## src/rtl/reg_integrity_mon_pkg.sv

```systemverilog
package reg_integrity_mon_pkg;

  localparam logic [7:0] CRC_POLY = 8'h07;

  // One byte step of CRC-8, MSB-first, polynomial CRC_POLY.
  function automatic logic [7:0] crc8_byte(input logic [7:0] crc_in, input logic [7:0] data);
    logic [7:0] x;
    x = crc_in ^ data;
    for (int i = 0; i < 8; i++) begin
      x = x[7] ? ((x << 1) ^ CRC_POLY) : (x << 1);
    end
    return x;
  endfunction

endpackage

```

## src/rtl/rim_walker.sv

```systemverilog
module rim_walker #(
  parameter int NUM_REGS = 6,
  parameter int IDX_W    = 3
) (
  input  logic             clk,
  input  logic             rst_n,
  input  logic             chk_en,
  output logic [IDX_W-1:0] idx,
  output logic             pass_end,
  output logic             active
);
  localparam logic [IDX_W-1:0] LAST = IDX_W'(NUM_REGS - 1);

  assign pass_end = chk_en && (idx == LAST);

  always_ff @(posedge clk or negedge rst_n) begin
    if (!rst_n) begin
      idx    <= '0;
      active <= 1'b0;
    end else if (!chk_en) begin
      idx    <= '0;
      active <= 1'b0;
    end else begin
      active <= 1'b1;
      idx    <= pass_end ? '0 : idx + 1'b1;
    end
  end
endmodule

```

## src/rtl/rim_crc_acc.sv

```systemverilog
module rim_crc_acc #(
  parameter int REG_W = 16
) (
  input  logic             clk,
  input  logic             rst_n,
  input  logic             chk_en,
  input  logic             pass_end,
  input  logic             excluded,
  input  logic [REG_W-1:0] reg_word,
  output logic [7:0]       pass_sum
);
  import reg_integrity_mon_pkg::*;

  localparam int BYTES = REG_W / 8;

  // Fold every byte of one register, byte 0 first.
  function automatic logic [7:0] crc_word(input logic [7:0] c, input logic [REG_W-1:0] w);
    logic [7:0] acc;
    acc = c;
    for (int b = 0; b < BYTES; b++) begin
      acc = crc8_byte(acc, w[8*b +: 8]);
    end
    return acc;
  endfunction

  logic [7:0] crc_q;
  logic [7:0] crc_next;

  assign crc_next = excluded ? crc_q : crc_word(crc_q, reg_word);
  assign pass_sum = crc_next;

  always_ff @(posedge clk or negedge rst_n) begin
    if (!rst_n)         crc_q <= 8'h00;
    else if (!chk_en)   crc_q <= 8'h00;
    else if (pass_end)  crc_q <= 8'h00;
    else                crc_q <= crc_next;
  end
endmodule

```

## src/rtl/rim_judge.sv

```systemverilog
module rim_judge (
  input  logic       clk,
  input  logic       rst_n,
  input  logic       chk_en,
  input  logic       pass_end,
  input  logic [7:0] pass_sum,
  output logic       ref_valid,
  output logic       mismatch,
  output logic       err
);
  logic [7:0] ref_q;

  assign mismatch = pass_end && ref_valid && (pass_sum != ref_q);

  always_ff @(posedge clk or negedge rst_n) begin
    if (!rst_n) begin
      ref_q     <= 8'h00;
      ref_valid <= 1'b0;
      err       <= 1'b0;
    end else if (!chk_en) begin
      ref_valid <= 1'b0;
      err       <= 1'b0;
    end else if (pass_end) begin
      if (!ref_valid) begin
        ref_q     <= pass_sum;
        ref_valid <= 1'b1;
      end else if (mismatch) begin
        err <= 1'b1;
      end
    end
  end
endmodule

```

## src/rtl/reg_integrity_mon.sv

```systemverilog
module reg_integrity_mon #(
  parameter int NUM_REGS = 6,
  parameter int REG_W    = 16
) (
  input  logic                      clk,
  input  logic                      rst_n,
  input  logic                      chk_en,
  input  logic [NUM_REGS*REG_W-1:0] cfg_bank,
  input  logic [NUM_REGS-1:0]       excl_mask,
  output logic                      reg_err,
  output logic                      scan_busy
);
  localparam int IDX_W = (NUM_REGS > 1) ? $clog2(NUM_REGS) : 1;

  logic [IDX_W-1:0] idx;
  logic             pass_end;
  logic             ref_valid;
  logic             mismatch;
  logic [7:0]       pass_sum;
  logic [REG_W-1:0] reg_word;
  logic             excluded;

  assign reg_word = cfg_bank[int'(idx)*REG_W +: REG_W];
  assign excluded = excl_mask[idx];

  rim_walker #(.NUM_REGS(NUM_REGS), .IDX_W(IDX_W)) walk_i (
    .clk(clk), .rst_n(rst_n), .chk_en(chk_en),
    .idx(idx), .pass_end(pass_end), .active(scan_busy)
  );

  rim_crc_acc #(.REG_W(REG_W)) acc_i (
    .clk(clk), .rst_n(rst_n), .chk_en(chk_en), .pass_end(pass_end),
    .excluded(excluded), .reg_word(reg_word), .pass_sum(pass_sum)
  );

  rim_judge judge_i (
    .clk(clk), .rst_n(rst_n), .chk_en(chk_en), .pass_end(pass_end),
    .pass_sum(pass_sum), .ref_valid(ref_valid), .mismatch(mismatch), .err(reg_err)
  );
endmodule

```

## config.mk

```make
export PLATFORM = sky130hd
export DESIGN_NAME = reg_integrity_mon
export DESIGN_NICKNAME = d
export VERILOG_FILES = /design/src/rtl/reg_integrity_mon_pkg.sv /design/src/rtl/rim_walker.sv /design/src/rtl/rim_crc_acc.sv /design/src/rtl/rim_judge.sv /design/src/rtl/reg_integrity_mon.sv
export SDC_FILE = /design/constraint.sdc
export NUM_CORES = 1
export LEC_CHECK = 0
export BUFFER_PORTS_ARGS = -buffer_cell sky130_fd_sc_hd__clkbuf_2
export CORE_MARGIN = 1.5
export CORE_UTILIZATION = 35
export CTS_BUF_LIST = sky130_fd_sc_hd__clkbuf_16
export CTS_CLUSTER_SIZE = 14
export DETAILED_ROUTE_END_ITERATION = 12
export GPL_TIMING_DRIVEN = 0
export PLACE_DENSITY_LB_ADDON = 0.08
export SLEW_MARGIN = 30
export SYNTH_ARGS = -nofsm -noshare
export SYNTH_HDL_FRONTEND = slang
export SYNTH_SLANG_ARGS = --single-unit
```

## constraint.sdc

```tcl
create_clock -name clk -period 3.35 [get_ports clk]
set_clock_uncertainty 0.05 [all_clocks]
set_input_delay 0.335 -clock clk [delete_from_list [all_inputs] [get_ports clk]]
set_output_delay 0.335 -clock clk [all_outputs]
set_load 0.005 [all_outputs]
```

==> results of run 1 <==
## metal layers
layer | up-vias | global-route usage [%] | part of all wire [%]
met4 | 0 | 1.74 | 0.11
met3 | 2 | 2.25 | 3.1
li1 | 1309 | - | -
met5 | - | 0 | 0
met2 | 53 | 34.2 | 51
met1 | 1273 | 25.0 | 46
## sequential cells by signal, summed over array words and instances (netlist names)
name and count:
acc_i.crc_q 8, judge_i.ref_q 8, walk_i.idx 3, judge_i.err 1
judge_i.ref_valid 1, walk_i.active 1
## cells by family (layout without fill, tap and decap cells)
logic type	count (synthesis)	after routing	synth area share (%)
muxes	59	59	25.4
adders and majority gates	2	2	0.849
DFF	22	22	18.7
AOI/OAI and AO/OA	40	40	9.30
xor gates and xnor gates	70	70	26.4
and+or+nand+nor	79	79	15.0
buffers and inverters	25	147	4.29
## worst max-delay path, delay by kind of cell, from the launching register on
family,cells,cell delay [ns]
xor+xnor,3,0.76
simple gates,2,0.59
mux,1,0.58
compound gates,3,0.48
flops,1,0.36
buf+inv,2,0.29
## what timing repair did
item                       CTS  global route
setup endpoints to repair    5             4
pin swaps                    5            14
setup buffers                6             6
gates resized for setup     22            18
## area by class of cell
class | count | area share (%)
plain buffers | 21 | 4.14
clock buffers | 3 | 1.91
clock inverters | 1 | 0.0955
inverters | 4 | 0.509
multi-input cells | 250 | 60.2
flip-flops and latches | 22 | 14.0
well taps | 105 | 3.34
repair buffers | 118 | 15.8
## layout by cell type (no fill, tap or decap), types with 3 or more instances in the layout
| master | synthesis | routed |
|---|---|---|
| clkbuf_2 | 0 | 107 |
| mux2i_1 | 40 | 37 |
| xor2_1 | 28 | 27 |
| xnor2_1 | 30 | 27 |
| dfrtp_1 | 22 | 22 |
| nor2_1 | 20 | 20 |
| nand2_1 | 18 | 18 |
| buf_4 | 3 | 14 |
| o21ai_1 | 12 | 12 |
| mux4_2 | 12 | 12 |
| clkbuf_1 | 10 | 7 |
| a21oi_1 | 8 | 7 |
| nor3_1 | 6 | 6 |
| mux2_2 | 6 | 6 |
| nor2b_1 | 6 | 5 |
| o21ai_0 | 6 | 5 |
| xnor3_1 | 6 | 5 |
| buf_2 | 5 | 4 |
| and3_1 | 4 | 4 |
| buf_6 | 2 | 3 |
| nor3b_4 | 1 | 3 |
| nand4b_1 | 3 | 3 |
| mux2i_2 | 0 | 3 |
| xnor3_2 | 2 | 3 |
| xnor2_2 | 0 | 3 |
| nand3_1 | 3 | 3 |
| clkbuf_16 | 0 | 3 |
## worst max path at each step
stage	slack (ns)	cells after the start	to	from
floorplan	0.22	11	judge_i.err	walk_i.idx[0]
global placement	-0.25	11	judge_i.err	walk_i.idx[0]
detailed placement	-0.27	11	judge_i.err	walk_i.idx[1]
CTS	0.008	10	judge_i.err	walk_i.idx[0]
global route	-0.004	11	judge_i.err	walk_i.idx[0]
finish	0.09	11	judge_i.err	walk_i.idx[0]
## power by group through the flow
stage / Sequential [mW] / Combinational [mW] / Clock, mW
3_5_place_dp: 0.392 / 2.10 / 0
4_1_cts: 0.389 / 2.29 / 0.257
6_report: 0.391 / 2.37 / 0.251
3_3_place_gp: 0.391 / 2.08 / 0
5_1_grt: 0.398 / 2.56 / 0.270
2_1_floorplan: 0.380 / 1.72 / 0
## stage by stage
stage	cells	setup TNS, ns
finish	524	0
global route	524	-0.00435
CTS	518	0
detailed placement	508	-0.356
global placement	508	-0.290
floorplan	297	0
==> impl_metrics.csv, run 1 <==
group,metric,value,unit
outcome,status,"finished clean",
setup_path,required,3.41,ns
floorplanning,die_x,94.8,um
synth,syn-num-nets,404,
setup_path,crit_slowest_cell,"mux4_2",
floorplanning,die_y,94.8,um
setup_path,critPathCaptureType,"register",
pwr,p_switching,1.30,mW
layout,nNetsFinal,527,
placed_design,dp_slack,-0.272,ns
timing,timing.hold.ws,0.00587,ns
synth,yosysWarnings,0,
grt,grt_usage,19.0,%
cts,cts_buffer_depth,2,
pwr,power_frac_seq,13.0,%
grt,grt_pass1_vias,2597,
synth,syn_inst,297,
setup_path,cp_max_fo,5,
setup_path,crit_type,"reg2reg",
pwr,comb_power_share,78.7,%
timing,min_period,3.26,ns
synth,synth_flop_cell,"dfrtp_1",
pwr,p_int,1.72,mW
timing,setup_viol,0,
grt,antenna_found_initial,0,
synth,synthDistinctLibCells,54,
routing,drcViolationCount,0,
cts,cts_sinks,22,
pwr,power.total,3.02,mW
setup_path,max_stage_delay,0.58,ns
layout,antennaDiodeCount,0,
run,drv_cap,0,
layout,finish.instance_area,0.00393,mm^2
layout,utilization,48.1,%
setup_path,crit_chain,"buf_6, mux4_2, nor3b_4, a2111oi_4, buf_4, xnor2_1, xnor3_2, xnor2_2, or3_1, a211oi_2, a41oi_1",
synth,synthArstFlopShare,100,%
synth,synth_top_area_cell,"dfrtp_1",
routing,drtIter0Drc,65,
cts,numCtsBuffers,3,
synth,ys_top_cells_by_area,"dfrtp_1 19%, mux2i_1 14%, mux4_2 9.2%",
floorplanning,start_util,36.1,%
timing,fmaxAchievable,307,MHz
setup_path,r2r.worst_path.cells,11,
worst_hold_path,hold_path.class,"in2async",
floorplanning,die_area,0.00898,mm^2
setup_path,r2r-end,"judge_i.err",
setup_path,arrival,3.33,ns
synth,synth_common_cells,"40 x mux2i_1, 30 x xnor2_1, 28 x xor2_1",
timing,hold_viol,0,
cts,cts-root-buf,"clkbuf_16",
routing,via_per_inst,5.03,
routing,drtPass1Iterations,4,
setup_path,rrSetupSlack,0.09,ns
synth,synth_top_area_share,18.7,%
pwr,cellLeakagePower,1.88,nW
placed_design,io_buffers,106,
timing,final.period_utilization,97.4,%
timing,relSlewSlack,63.4,%
synth,yosysSeqAreaShare,18.7,%
routing,ant_nets,0,
synth,synth_area_per_cell,9.93,um^2
pwr,swShare,43.0,%
synth,synth_edf_count,0,
routing,routedWlPerCell,16.0,um
placed_design,hpwl,6.82,mm
setup_path,r2r_start,"walk_i.idx[0]",
floorplanning,coreArea,0.00818,mm^2
layout,syn_to_final_growth,33.3,%
routing,totalWireLength,8.36,mm
floorplanning,io_pins,107,
cts,cts_tree,"built",
cts,cts_hold_buf,0,
synth,syn-cell-area,0.00295,mm^2
grt,overflow,0,
pwr,power.density,768,mW/mm^2
layout,final_layout_size_suffix_gt1_share,43.0,%
pwr,clock_power_share,8.3,%
synth,ys_ff_latch,22,
cts,clk_latency,0.25,ns
placed_design,gp_congestion,0.791,
layout,fillers,793,
floorplanning,rows,33,
grt,grt_pass1_wl,13.1,mm
synth,synth.most_common_cell,"mux2i_1",
layout,multi_input_area,0.00237,mm^2
layout,area.sequential,551,um^2
placed_design,place_area,0.00361,mm^2
setup_path,startpoint_type,"register",
timing,worst_pin_slew,0.549,ns
timing,drv_slew,0,
pwr,ir_drop,0.355,mV
cts,cts_max_level,1,
grt,grt_max_degree,23,
timing,setup_ws,0.0875,ns
cts,path_clk_slew,0.06,ns
routing,vias,2637,
(Power assumes the default switching activity.)
==> run 2: changes to the inputs <==
--- a/config.mk
+++ b/config.mk
@@ -12,6 +12,7 @@
 export CTS_CLUSTER_SIZE = 14
 export DETAILED_ROUTE_END_ITERATION = 12
 export GPL_TIMING_DRIVEN = 0
+export HOLD_SLACK_MARGIN = 0.02
 export PLACE_DENSITY_LB_ADDON = 0.08
 export SLEW_MARGIN = 30
 export SYNTH_ARGS = -nofsm -noshare
==> constraint.sdc (replaced) <==
create_clock -name clk -period 3.35 [get_ports clk]
set_clock_uncertainty 0.05 [all_clocks]
set_input_delay 0.1675 -clock clk [delete_from_list [all_inputs] [get_ports clk]]
set_output_delay 0.1675 -clock clk [all_outputs]
set_load 0.005 [all_outputs]
==> impl_metrics.csv, run 2 (synthesis gave the netlist of run 1 again) <==
group,metric,value,unit
placed_design,gp_congestion,0.791,
routing,met1Wirelength,3.78,mm
floorplanning,die_y,94.8,um
layout,final_layout_size_suffix_gt1_share,42.9,%
setup_path,arrival,3.33,ns
floorplanning,die_x,94.8,um
timing,setup_ws,0.0859,ns
layout,final-instance-count-excl-fill,525,
grt,grt_pass1_vias,2600,
layout,reg_top3,"acc_i.crc_q: 8 flops, judge_i.ref_q: 8 flops, walk_i.idx: 3 flops",
pwr,cellLeakagePower,1.89,nW
grt,antenna_found_initial,0,
timing,drv_slew,0,
setup_path,crit_type,"reg2reg",
timing,final.period_utilization,97.4,%
pwr,power.density,766,mW/mm^2
routing,maxUsedRoutingLayer,"met4",
setup_path,critPathTopFamily,"XOR/XNOR gates",
routing,wl_met2,4.26,mm
cts,cts_max_level,1,
setup_path,crit_chain,"buf_6, mux4_2, nor3b_4, a2111oi_4, buf_4, xnor2_1, xnor3_2, xnor2_2, or3_1, a211oi_2, a41oi_1",
setup_path,startpoint_type,"register",
routing,drtIter0Drc,60,
layout,layout_common_cells,"107 x clkbuf_2, 37 x mux2i_1, 27 x xor2_1, 27 x xnor2_1, 22 x dfrtp_1",
pwr,power.total,3.02,mW
floorplanning,rows,33,
floorplanning,start_util,36.1,%
cts,cts-root-buf,"clkbuf_16",
placed_design,io_buffers,106,
cts,cts_tree,"built",
placed_design,hpwl,6.82,mm
setup_path,cp_max_fo,5,
setup_path,cp.buffers_inverters,2,
grt,grt_usage,19.0,%
routing,totalWireLength,8.37,mm
routing,ant_nets,0,
run,drv_cap,0,
timing,hold_viol,0,
floorplanning,coreArea,0.00818,mm^2
grt,grt_max_degree,23,
routing,drtPass1Iterations,4,
timing,tns,0,ns
timing,setup_viol,0,
grt,grt_pass1_wl,13.1,mm
floorplanning,die_area,0.00898,mm^2
layout,nNetsFinal,528,
routing,via_per_inst,5.04,
setup_path,required,3.41,ns
timing,worst_pin_slew,0.548,ns
setup_path,critPathCaptureType,"register",
worst_hold_path,hold_path.class,"in2reg",
cts,path_clk_slew,0.06,ns
timing,relSlewSlack,63.5,%
outcome,status,"finished clean",
layout,antennaDiodeCount,0,
setup_path,crit_slowest_cell,"mux4_2",
setup_path,max_stage_delay,0.58,ns
placed_design,dp_cells,508,
routing,routedWlPerCell,15.9,um
grt,overflow,0,
pwr,ir_drop,0.355,mV
routing,wl_met3,298,um
layout,syn_to_final_growth,33.7,%
cts,numCtsBuffers,3,
cts,cts_buffer_depth,2,
routing,drcViolationCount,0,
cts,cts_sinks,22,
timing,fmaxAchievable,306,MHz
floorplanning,io_pins,107,
timing,min_period,3.26,ns
cts,clk_latency,0.25,ns
layout,layout_commonest_cell,"clkbuf_2",
placed_design,dp_slack,-0.272,ns
routing,vias,2644,
run 2: changes by cell type in the layout (fill, tap and decap cells not counted), sizes merged:
cell,previous run,this run
dlygate4sd3,0,1
run 2: final timing paths:
path | startpoint | to | slack (ns) | cells after the start
setup / recovery | walk_i.idx[0] | judge_i.err | 0.09 | 11
hold / removal | chk_en | walk_i.active | 0.04 | 1
setup reg to reg | walk_i.idx[0] | judge_i.err | 0.09 | 11
hold reg to reg | judge_i.ref_q[1] | judge_i.ref_q[1] | 0.48 | 2
max in group asynchronous | rst_n | judge_i.ref_q[1] | 2.50 | 2
min in group asynchronous | rst_n | walk_i.active | 0.38 | 2
run 2: per-layer routing:
| layer | vias up | global-route usage (%) |
|---|---|---|
| met4 | 0 | 1.74 |
| met3 | 6 | 2.25 |
| met2 | 69 | 34.2 |
| li1 | 1309 | - |
| met5 | - | 0 |
| met1 | 1260 | 25.1 |
run 2: per-stage QoR:
stage	util, %	instance area [um^2]	hold WS (ns)
after global routing	48.2	3940	0.0444
final	48.2	3940	0.0380
after global placement	44.2	3610	0.127
after CTS	46.6	3810	0.0369
after floorplan	-	2950	-0.178
after detailed placement	44.2	3610	0.137
run 2: where the power goes:
part,internal [mW],switching [mW],leakage (nW)
registers,0.332,0.0586,0.294
logic,1.23,1.15,1.56
clock network,0.159,0.0911,0.0385
run 2: layout make-up:
type | instances | area [um^2]
Clock buffer | 3 | 75.1
Multi-Input combinational cell | 250 | 2370
Buffer | 21 | 163
Clock inverter | 1 | 3.75
Timing Repair Buffer | 119 | 631
Inverter | 4 | 20.0
Tap cell | 105 | 131
Fill cell | 792 | 4240
Sequential cell | 22 | 551
run 2: timing repair:
item,4_1_cts,5_1_grt
gates cloned,0,0
hold endpoints to repair,22,0
pin swaps,5,14
setup buffers,6,6
hold buffers,1,0
gates resized for setup,22,18
endpoints found under the setup margin,5,4
